$ cat config.mk
export PLATFORM = sky130hd
export DESIGN_NAME = baud_divgen
export DESIGN_NICKNAME = d
export VERILOG_FILES = /design/src/rtl/baud_div_pkg.sv /design/src/rtl/baud_div_latches.sv /design/src/rtl/baud_div_decode.sv /design/src/rtl/baud_div_sequencer.sv /design/src/rtl/baud_divgen.sv
export SDC_FILE = /design/constraint.sdc
export NUM_CORES = 1
export LEC_CHECK = 0
export CORE_MARGIN = 2
export CORE_UTILIZATION = 43
export CTS_CLUSTER_DIAMETER = 100
export CTS_CLUSTER_SIZE = 25
export DETAILED_ROUTE_END_ITERATION = 7
export GPL_TIMING_DRIVEN = 0
export PLACE_DENSITY = 0.7
export SKIP_CTS_REPAIR_TIMING = 1
export SLEW_MARGIN = 0
export SYNTH_ARGS = -nofsm -noshare
export SYNTH_HDL_FRONTEND = slang
export SYNTH_HIERARCHICAL = 1
export SYNTH_SLANG_ARGS = --single-unit
$ cat constraint.sdc
create_clock -name clk -period 10.9 [get_ports clk]
set_input_delay 2.18 -clock clk [delete_from_list [all_inputs] [get_ports clk]]
set_output_delay 2.18 -clock clk [all_outputs]
set_load 0.02 [all_outputs]
$ cat src/rtl/baud_div_pkg.sv
package baud_div_pkg;

    typedef enum logic [1:0] {
        PH_FOLLOW = 2'd0,
        PH_LOW    = 2'd1,
        PH_HIGH   = 2'd2
    } phase_e;

    localparam int unsigned LOW_CYCLES = 2;

endpackage

$ cat src/rtl/baud_div_latches.sv
module baud_div_latches #(
    parameter int LATCH_W   = 8,
    parameter int NUM_LATCH = 2,
    parameter int SEL_W     = 1,
    localparam int DIV_W    = LATCH_W * NUM_LATCH
) (
    input  logic               clk,
    input  logic               rst_n,
    input  logic               wr_en,
    input  logic [SEL_W-1:0]   wr_sel,
    input  logic [LATCH_W-1:0] wr_data,
    output logic [DIV_W-1:0]   div_cur,
    output logic [DIV_W-1:0]   div_next,
    output logic               reload
);

    assign reload = wr_en;

    for (genvar i = 0; i < NUM_LATCH; i++) begin : g_latch
        logic [LATCH_W-1:0] byte_q;
        logic               hit;

        assign hit = wr_en && (wr_sel == SEL_W'(i));

        always_ff @(posedge clk or negedge rst_n) begin
            if (!rst_n) begin
                byte_q <= '0;
            end else if (hit) begin
                byte_q <= wr_data;
            end
        end

        assign div_cur[i*LATCH_W +: LATCH_W]  = byte_q;
        assign div_next[i*LATCH_W +: LATCH_W] = hit ? wr_data : byte_q;
    end

endmodule

$ cat src/rtl/baud_div_decode.sv
module baud_div_decode #(
    parameter int DIV_W = 16
) (
    input  logic [DIV_W-1:0] div_val,
    output logic [DIV_W-1:0] period,
    output logic [1:0]       low_len,
    output logic             follow
);

    localparam logic [DIV_W-1:0] ZERO_PERIOD = DIV_W'(3);
    localparam logic [DIV_W-1:0] ONE         = DIV_W'(1);
    localparam logic [DIV_W-1:0] TWO         = DIV_W'(2);

    always_comb begin
        period  = div_val;
        low_len = 2'(baud_div_pkg::LOW_CYCLES);
        follow  = 1'b0;
        if (div_val == '0) begin
            period = ZERO_PERIOD;
        end else if (div_val == ONE) begin
            low_len = 2'd0;
            follow  = 1'b1;
        end else if (div_val == TWO) begin
            low_len = 2'd1;
        end
    end

endmodule

$ cat src/rtl/baud_div_sequencer.sv
module baud_div_sequencer
    import baud_div_pkg::*;
#(
    parameter int DIV_W = 16
) (
    input  logic             clk,
    input  logic             rst_n,
    input  logic             reload,
    input  logic [DIV_W-1:0] per_in,
    input  logic [1:0]       low_in,
    input  logic             follow_in,
    output logic             baud_out,
    output logic             baud_tick
);

    localparam logic [DIV_W-1:0] RST_PERIOD = DIV_W'(3);
    localparam logic [DIV_W-1:0] ONE        = DIV_W'(1);

    phase_e           st_q, st_d;
    logic [DIV_W-1:0] cnt_q, cnt_d;
    logic [DIV_W-1:0] per_q, per_d;
    logic [1:0]       low_q, low_d;
    logic [DIV_W-1:0] dec;
    logic [DIV_W-1:0] thresh;

    // state register
    always_ff @(posedge clk or negedge rst_n) begin
        if (!rst_n) begin
            st_q  <= PH_LOW;
            cnt_q <= RST_PERIOD;
            per_q <= RST_PERIOD;
            low_q <= 2'(LOW_CYCLES);
        end else begin
            st_q  <= st_d;
            cnt_q <= cnt_d;
            per_q <= per_d;
            low_q <= low_d;
        end
    end

    assign dec    = cnt_q - ONE;
    assign thresh = per_q - DIV_W'(low_q);

    // next-state logic
    always_comb begin
        st_d  = st_q;
        cnt_d = cnt_q;
        per_d = per_q;
        low_d = low_q;
        if (reload) begin
            per_d = per_in;
            low_d = low_in;
            cnt_d = per_in;
            st_d  = follow_in ? PH_FOLLOW : PH_LOW;
        end else begin
            unique case (st_q)
                PH_FOLLOW: begin
                    cnt_d = per_q;
                    st_d  = PH_FOLLOW;
                end
                PH_LOW, PH_HIGH: begin
                    if (cnt_q <= ONE) begin
                        cnt_d = per_q;
                        st_d  = PH_LOW;
                    end else begin
                        cnt_d = dec;
                        st_d  = (dec > thresh) ? PH_LOW : PH_HIGH;
                    end
                end
                default: begin
                    cnt_d = per_q;
                    st_d  = PH_LOW;
                end
            endcase
        end
    end

    // outputs
    always_comb begin
        baud_out  = 1'b0;
        baud_tick = 1'b0;
        unique case (st_q)
            PH_FOLLOW: begin
                baud_out  = 1'b1;
                baud_tick = 1'b1;
            end
            PH_LOW: begin
                baud_out  = 1'b0;
                baud_tick = (cnt_q == per_q);
            end
            PH_HIGH: begin
                baud_out  = 1'b1;
                baud_tick = 1'b0;
            end
            default: begin
                baud_out  = 1'b0;
                baud_tick = 1'b0;
            end
        endcase
    end

endmodule

$ cat src/rtl/baud_divgen.sv
module baud_divgen #(
    parameter int LATCH_W   = 8,
    parameter int NUM_LATCH = 2,
    localparam int DIV_W    = LATCH_W * NUM_LATCH,
    localparam int SEL_W    = (NUM_LATCH > 1) ? $clog2(NUM_LATCH) : 1
) (
    input  logic               clk,
    input  logic               rst_n,
    input  logic               wr_en,
    input  logic [SEL_W-1:0]   wr_sel,
    input  logic [LATCH_W-1:0] wr_data,
    output logic               baud_out,
    output logic               baud_tick
);

    logic [DIV_W-1:0] div_cur;
    logic [DIV_W-1:0] div_next;
    logic             reload;
    logic [DIV_W-1:0] per_n;
    logic [1:0]       low_n;
    logic             follow_n;

    baud_div_latches #(
        .LATCH_W   (LATCH_W),
        .NUM_LATCH (NUM_LATCH),
        .SEL_W     (SEL_W)
    ) u_latches (
        .clk      (clk),
        .rst_n    (rst_n),
        .wr_en    (wr_en),
        .wr_sel   (wr_sel),
        .wr_data  (wr_data),
        .div_cur  (div_cur),
        .div_next (div_next),
        .reload   (reload)
    );

    baud_div_decode #(
        .DIV_W (DIV_W)
    ) u_decode (
        .div_val (div_next),
        .period  (per_n),
        .low_len (low_n),
        .follow  (follow_n)
    );

    baud_div_sequencer #(
        .DIV_W (DIV_W)
    ) u_seq (
        .clk       (clk),
        .rst_n     (rst_n),
        .reload    (reload),
        .per_in    (per_n),
        .low_in    (low_n),
        .follow_in (follow_n),
        .baud_out  (baud_out),
        .baud_tick (baud_tick)
    );

endmodule

**Yosys cells after proc, flatten, opt, wreduce, memory -nomap -nowiden**

Index checks and enable logic that the tools add are counted.

- Register bits: 52
- Bits in latches: 0
- Bits in writable memories: 0
- Memory bits (read-only): 0
- Bits of input ports: 12
- Output and inout port bits: 2
- Logic and storage cells: 40
- Memories: 0

- $add $sub $neg: 2
- Multipliers: 0
- Divide/modulo/power cells: 0
- Magnitude comparators: 2
- Equality and inequality tests: 5
- Shift operators: 0
- Mux-type cells: 18
- Bitwise gates (word level): 1
- Reduce and logical (&&, ||, !) cells: 6

Operator list:

| cell | count |
|---|---|
| two-way mux 16 bit | 4 |
| == test 16 x 1 -> 1 bit (second input constant) | 1 |
| == test 16 bit | 1 |
| == test 16 x 2 -> 1 bit (second input constant) | 1 |
| > comparator 16 bit | 1 |
| less-or-equal comparator 16 x 1 -> 1 bit (second input constant) | 1 |
| logical NOT 16 bit | 1 |
| two-way mux 8 bit | 2 |
| subtractor 16 x 1 -> 16 bit (second input constant) | 1 |
| subtractor 16 x 2 -> 16 bit | 1 |
| two-way mux 2 bit | 6 |
| two-way mux 1 bit | 4 |
| case mux 2 bit (2 select lines) | 1 |
| OR reduction 2 bit | 2 |
| == test 2 x 1 -> 1 bit (second input constant) | 1 |
| == test 2 bit (second input constant) | 1 |
| logical AND 1 bit | 2 |
| logical NOT 2 bit | 1 |
| case mux 1 bit (2 select lines) | 1 |
| NOT 1 bit | 1 |

**Logic depth before layout (Yosys ltp)**

- Word-level depth: 8
- Gate-level depth with buffers: 15
- Depth with buffers taken out: 15

**By module**

The synthesis kept the hierarchy.

By module, submodules not included:

| module | instances | cells each | area an instance (sq um) | sequential area each (sq um) |
|---|---|---|---|---|
| baud_div_sequencer | 1 | 304 | 2,783.9 | 908.4 |
| baud_div_latches | 1 | 36 | 649.4 | 400.4 |
| baud_div_decode | 1 | 25 | 167.7 | 0.0 |

**Worst setup path before layout**

OpenSTA, ideal clock, no wires.

- Kind: input to register
- Start: input wr_sel
- End: register u_seq.st_q[0]
- Setup time: 0.097 ns
- Arrival: 3.506 ns
- Data required time: 10.803 ns
- Setup slack: 7.297 ns
- Cell stages on the path: 7
- Cells stage by stage: nand2b_4 -> buf_6 -> mux2_4 -> nor4_2 -> nand4_2 -> nor3b_2 -> o221ai_1

- Longest elaborated chain between the ends: 8

RTL lines:

| what | RTL line | text |
|---|---|---|
| from (decl) | baud_divgen.sv:10 | `input logic [SEL_W-1:0] wr_sel,` |
| NOT 1 bit * | baud_div_latches.sv:23 | `assign hit = wr_en && (wr_sel == SEL_W'(i));` |
| logical AND 1 bit * | baud_div_latches.sv:23 |  |
| two-way mux 8 bit * | - |  |
| named net div_next[5] | baud_divgen.sv:17 | `logic [DIV_W-1:0] div_next;` |
| == test 16 x 1 -> 1 bit | baud_div_decode.sv:20 | `end else if (div_val == ONE) begin` |
| two-way mux 1 bit | baud_div_decode.sv:20 |  |
| two-way mux 1 bit * | baud_div_decode.sv:18 | `if (div_val == '0) begin` |
| named net follow_n | baud_divgen.sv:21 | `logic follow_n;` |
| two-way mux 1 bit * | baud_div_sequencer.sv:54 | `st_d = follow_in ? PH_FOLLOW : PH_LOW;` |
| two-way mux 2 bit * | baud_div_sequencer.sv:50 | `if (reload) begin` |
| named net u_seq.st_d[0] | baud_div_sequencer.sv:19 | `phase_e st_q, st_d;` |
| to (signal assigned) | baud_div_sequencer.sv:34 | `st_q <= st_d;` |
| to (decl) | baud_div_sequencer.sv:19 |  |

Mark *: on every way through the listed nets, which the timed path passes. The rest lies on a longest branch.
A chain may end at the register's enable or synchronous reset.

**Worst setup path in the final report**

- Start: register u_seq.per_q[1]
- End: output baud_tick

- Longest elaborated chain between the ends: 2

RTL lines:

| what | RTL line | text |
|---|---|---|
| from (decl) | baud_div_sequencer.sv:21 | `logic [DIV_W-1:0] per_q, per_d;` |
| from (signal assigned) | baud_div_sequencer.sv:36 | `per_q <= per_d;` |
| == test 16 bit | baud_div_sequencer.sv:89 | `baud_tick = (cnt_q == per_q);` |
| case mux 1 bit (2 select lines) | baud_div_sequencer.sv:82 | `unique case (st_q)` |
| to (decl) | baud_divgen.sv:13 | `output logic baud_tick` |

No other way between the ends.

==> impl_metrics.toml <==
[floorplan]
coreArea_um2 = 8180
row_count = 33
die_h_um = 95.5
die-area_um2 = 9120
start_util_pct = 44.0
die_w_um = 95.5
pin_count = 14

[timing]
layout_worst_path_cycle_share_pct = 40.9
timing.hold.ws_ns = 0.511
worst_pin_slew_ns = 0.613
timing.final.crit_period_ns = 4.46
hold_viol = 0
finalClockSkew_ns = 0.00474
finalSetupTns_ns = 0
fin_ws_ns = 6.44
drv_slew = 0
rsz0062_at_grt = "no"
relSlewSlack_pct = 58.9
fmax_mhz = 224
setup_viol = 0

[power_and_ir_drop]
powerDensity_nw_per_um2 = 220
leakagePower_nw = 1.73
vdd.ir_drop.worst_v = 0.0000769

[finish]
antenna_cells = 0
fin_nets = 423
syn2layout_area_growth_pct = 10.4
fin_area_um2 = 3970
layout-drive-gt1-share_pct = 16.5

[clock_tree]
cts_buffers = 5
cts_tree = "yes"
clk_pin_slew_worst_paths_ns = 0.09
clock_latency_ns = 0.30
cts-htree-levels = 2
cts_buffer_depth = 2
cts_num_sinks = 52
cts-root-buf = "clkbuf_8"

[route]
ant_nets = 0
via_count = 2630
drc = 0
wl_per_cell_um = 16.3
firstDrtPassIters = 4
vias_per_cell = 5.35
first_iter_violations = 126
wl_mm = 8.02

[synth]
synth_area_leaders = "dfrtp_1 32%, ha_1 8.3%, xnor2_1 6.8%"
synth_async_sr_flop_share_pct = 100
synthTopCellsByCount = "46 x dfrtp_1, 28 x inv_1, 28 x xnor2_1, 26 x nand2_1, 25 x o21ai_0"
seq_area_frac_synth_pct = 36.3
yosys_warnings = 6
synth_edf_count = 0
syn-cell-area_um2 = 3600
syn_nets = 402
ys_ff_latch = 52
syn-mean-instance-area_um2 = 9.87
synth_area_leader_cell = "dfrtp_1"
post_synth_inst_count = 365
synth_top_flop_cell = "dfrtp_1"
synth_top_area_share_pct = 32.0
synth_most_common_cell = "dfrtp_1"
ys_types = 56

[hold_path]
hp-class = "flop to flop"
hold_depth = 1

[placement]
dpl-instance-area_um2 = 3880
gp_congestion = 0.909
hpwl_mm = 6.34
io_buffers = 13
dp_slack_ns = 6.43

[setup_path]
reg2reg_slack_ns = 6.75
endpoint_kind = "primary output"
reg2reg_depth = 15
cp.arrival_ns = 2.28
crit_fanout = 5
start_kind = "flop"
critPathKind = "flop to primary output"
crit_required_ns = 8.72

[grt]
grt_pass1_vias = 2809
grt_pass1_wl_mm = 13.7
grt_overflow = 0
gr-usage-all-layers_pct = 19.6
antenna_found_initial = 0
grt_max_degree = 39

[flow_run]
maxCapViolations = 0

[status]
outcome = "completed"
through the flow:
stage | total power, W | std cells | utilization (%)
5_1_grt | 0.000948 | 492 | 48.6
3_3_place_gp | 0.000737 | 483 | 47.2
4_1_cts | 0.000874 | 492 | 48.6
3_5_place_dp | 0.000753 | 484 | 47.4
6_report | 0.000873 | 492 | 48.6
2_1_floorplan | 0.000637 | 365 | -
critical path, cell delays in order, from the launching register on:
cell	delay (ns)
dfstp_2	0.61
xnor2_1	0.16
nand4_1	0.12
nor3_1	0.29
a41o_1	0.21
clkdlybuf4s50_1	0.59
power by group:
part	internal [W]	switching (W)
combinational	0.000209	0.000249
sequential	0.000242	0.0000540
clock	0.0000521	0.0000665
sequential cells by signal, summed over array words and instances (netlist names):
signal and count:
u_seq/low_q 2, u_latches/g_latch.byte_q 16, u_seq/st_q 2, u_seq/cnt_q 16, u_seq/per_q 16
final timing paths:
kind,start,endpoint
max in group asynchronous,rst_n,u_seq/st_q[0]
worst min-delay path,u_latches/g_latch[0].byte_q[3],u_latches/g_latch[0].byte_q[3]
worst max register to register,u_seq/per_q[0],u_seq/st_q[1]
min in group asynchronous,rst_n,u_latches/g_latch[1].byte_q[5]
worst max-delay path,u_seq/per_q[1],baud_tick
worst min register to register,u_latches/g_latch[0].byte_q[3],u_latches/g_latch[0].byte_q[3]
per-layer routing:
layer  routed length, um  vias up  part of all wire, %  global-route usage, %
met5                   0        -                    0                      0
met4                 274        0                  3.4                   8.45
met3                 228       23                  2.8                   3.08
met2                3750       62                   47                   32.0
met1                3770     1260                   47                   25.9
li1                    -     1285                    -                      -
area by class of cell:
class	count	area, um2
sequential	52	1310
clock buffer	6	82.6
fill	766	4200
tap	105	131
inverter	28	105
buffer	31	159
clock inverter	2	13.8
timing repair buffer	14	145
multi-input combinational	254	2030
cell families after synthesis:
kind of cell    count (synthesis)  share of synthesized area (%)
simple gates                  100                           17.3
compound gates                 55                           9.24
mux                            31                           10.0
fa+ha+maj                      25                           8.90
xor+xnor                       43                           10.9
buf+inv                        59                           7.33
flops                          52                           36.3
cells in the final DEF (no fill, tap or decap), types with 4 or more instances in the layout:
| master | synthesis | final |
|---|---|---|
| a21oi_1 | 7 | 7 |
| clkbuf_1 | 22 | 22 |
| clkbuf_8 | 0 | 6 |
| clkdlybuf4s50_1 | 0 | 12 |
| dfrtp_1 | 46 | 46 |
| dfstp_2 | 6 | 6 |
| ha_1 | 24 | 24 |
| inv_1 | 28 | 28 |
| mux2_2 | 9 | 9 |
| mux2_4 | 8 | 8 |
| mux2i_1 | 14 | 14 |
| nand2_1 | 26 | 26 |
| nand3_1 | 7 | 7 |
| nand4_1 | 8 | 8 |
| nor2_1 | 12 | 12 |
| nor3_1 | 10 | 10 |
| nor4_1 | 4 | 4 |
| nor4_2 | 6 | 6 |
| o21ai_0 | 25 | 25 |
| o21ai_1 | 8 | 8 |
| xnor2_1 | 28 | 28 |
| xor2_1 | 13 | 13 |
Power figures use the tool's default switching activity.
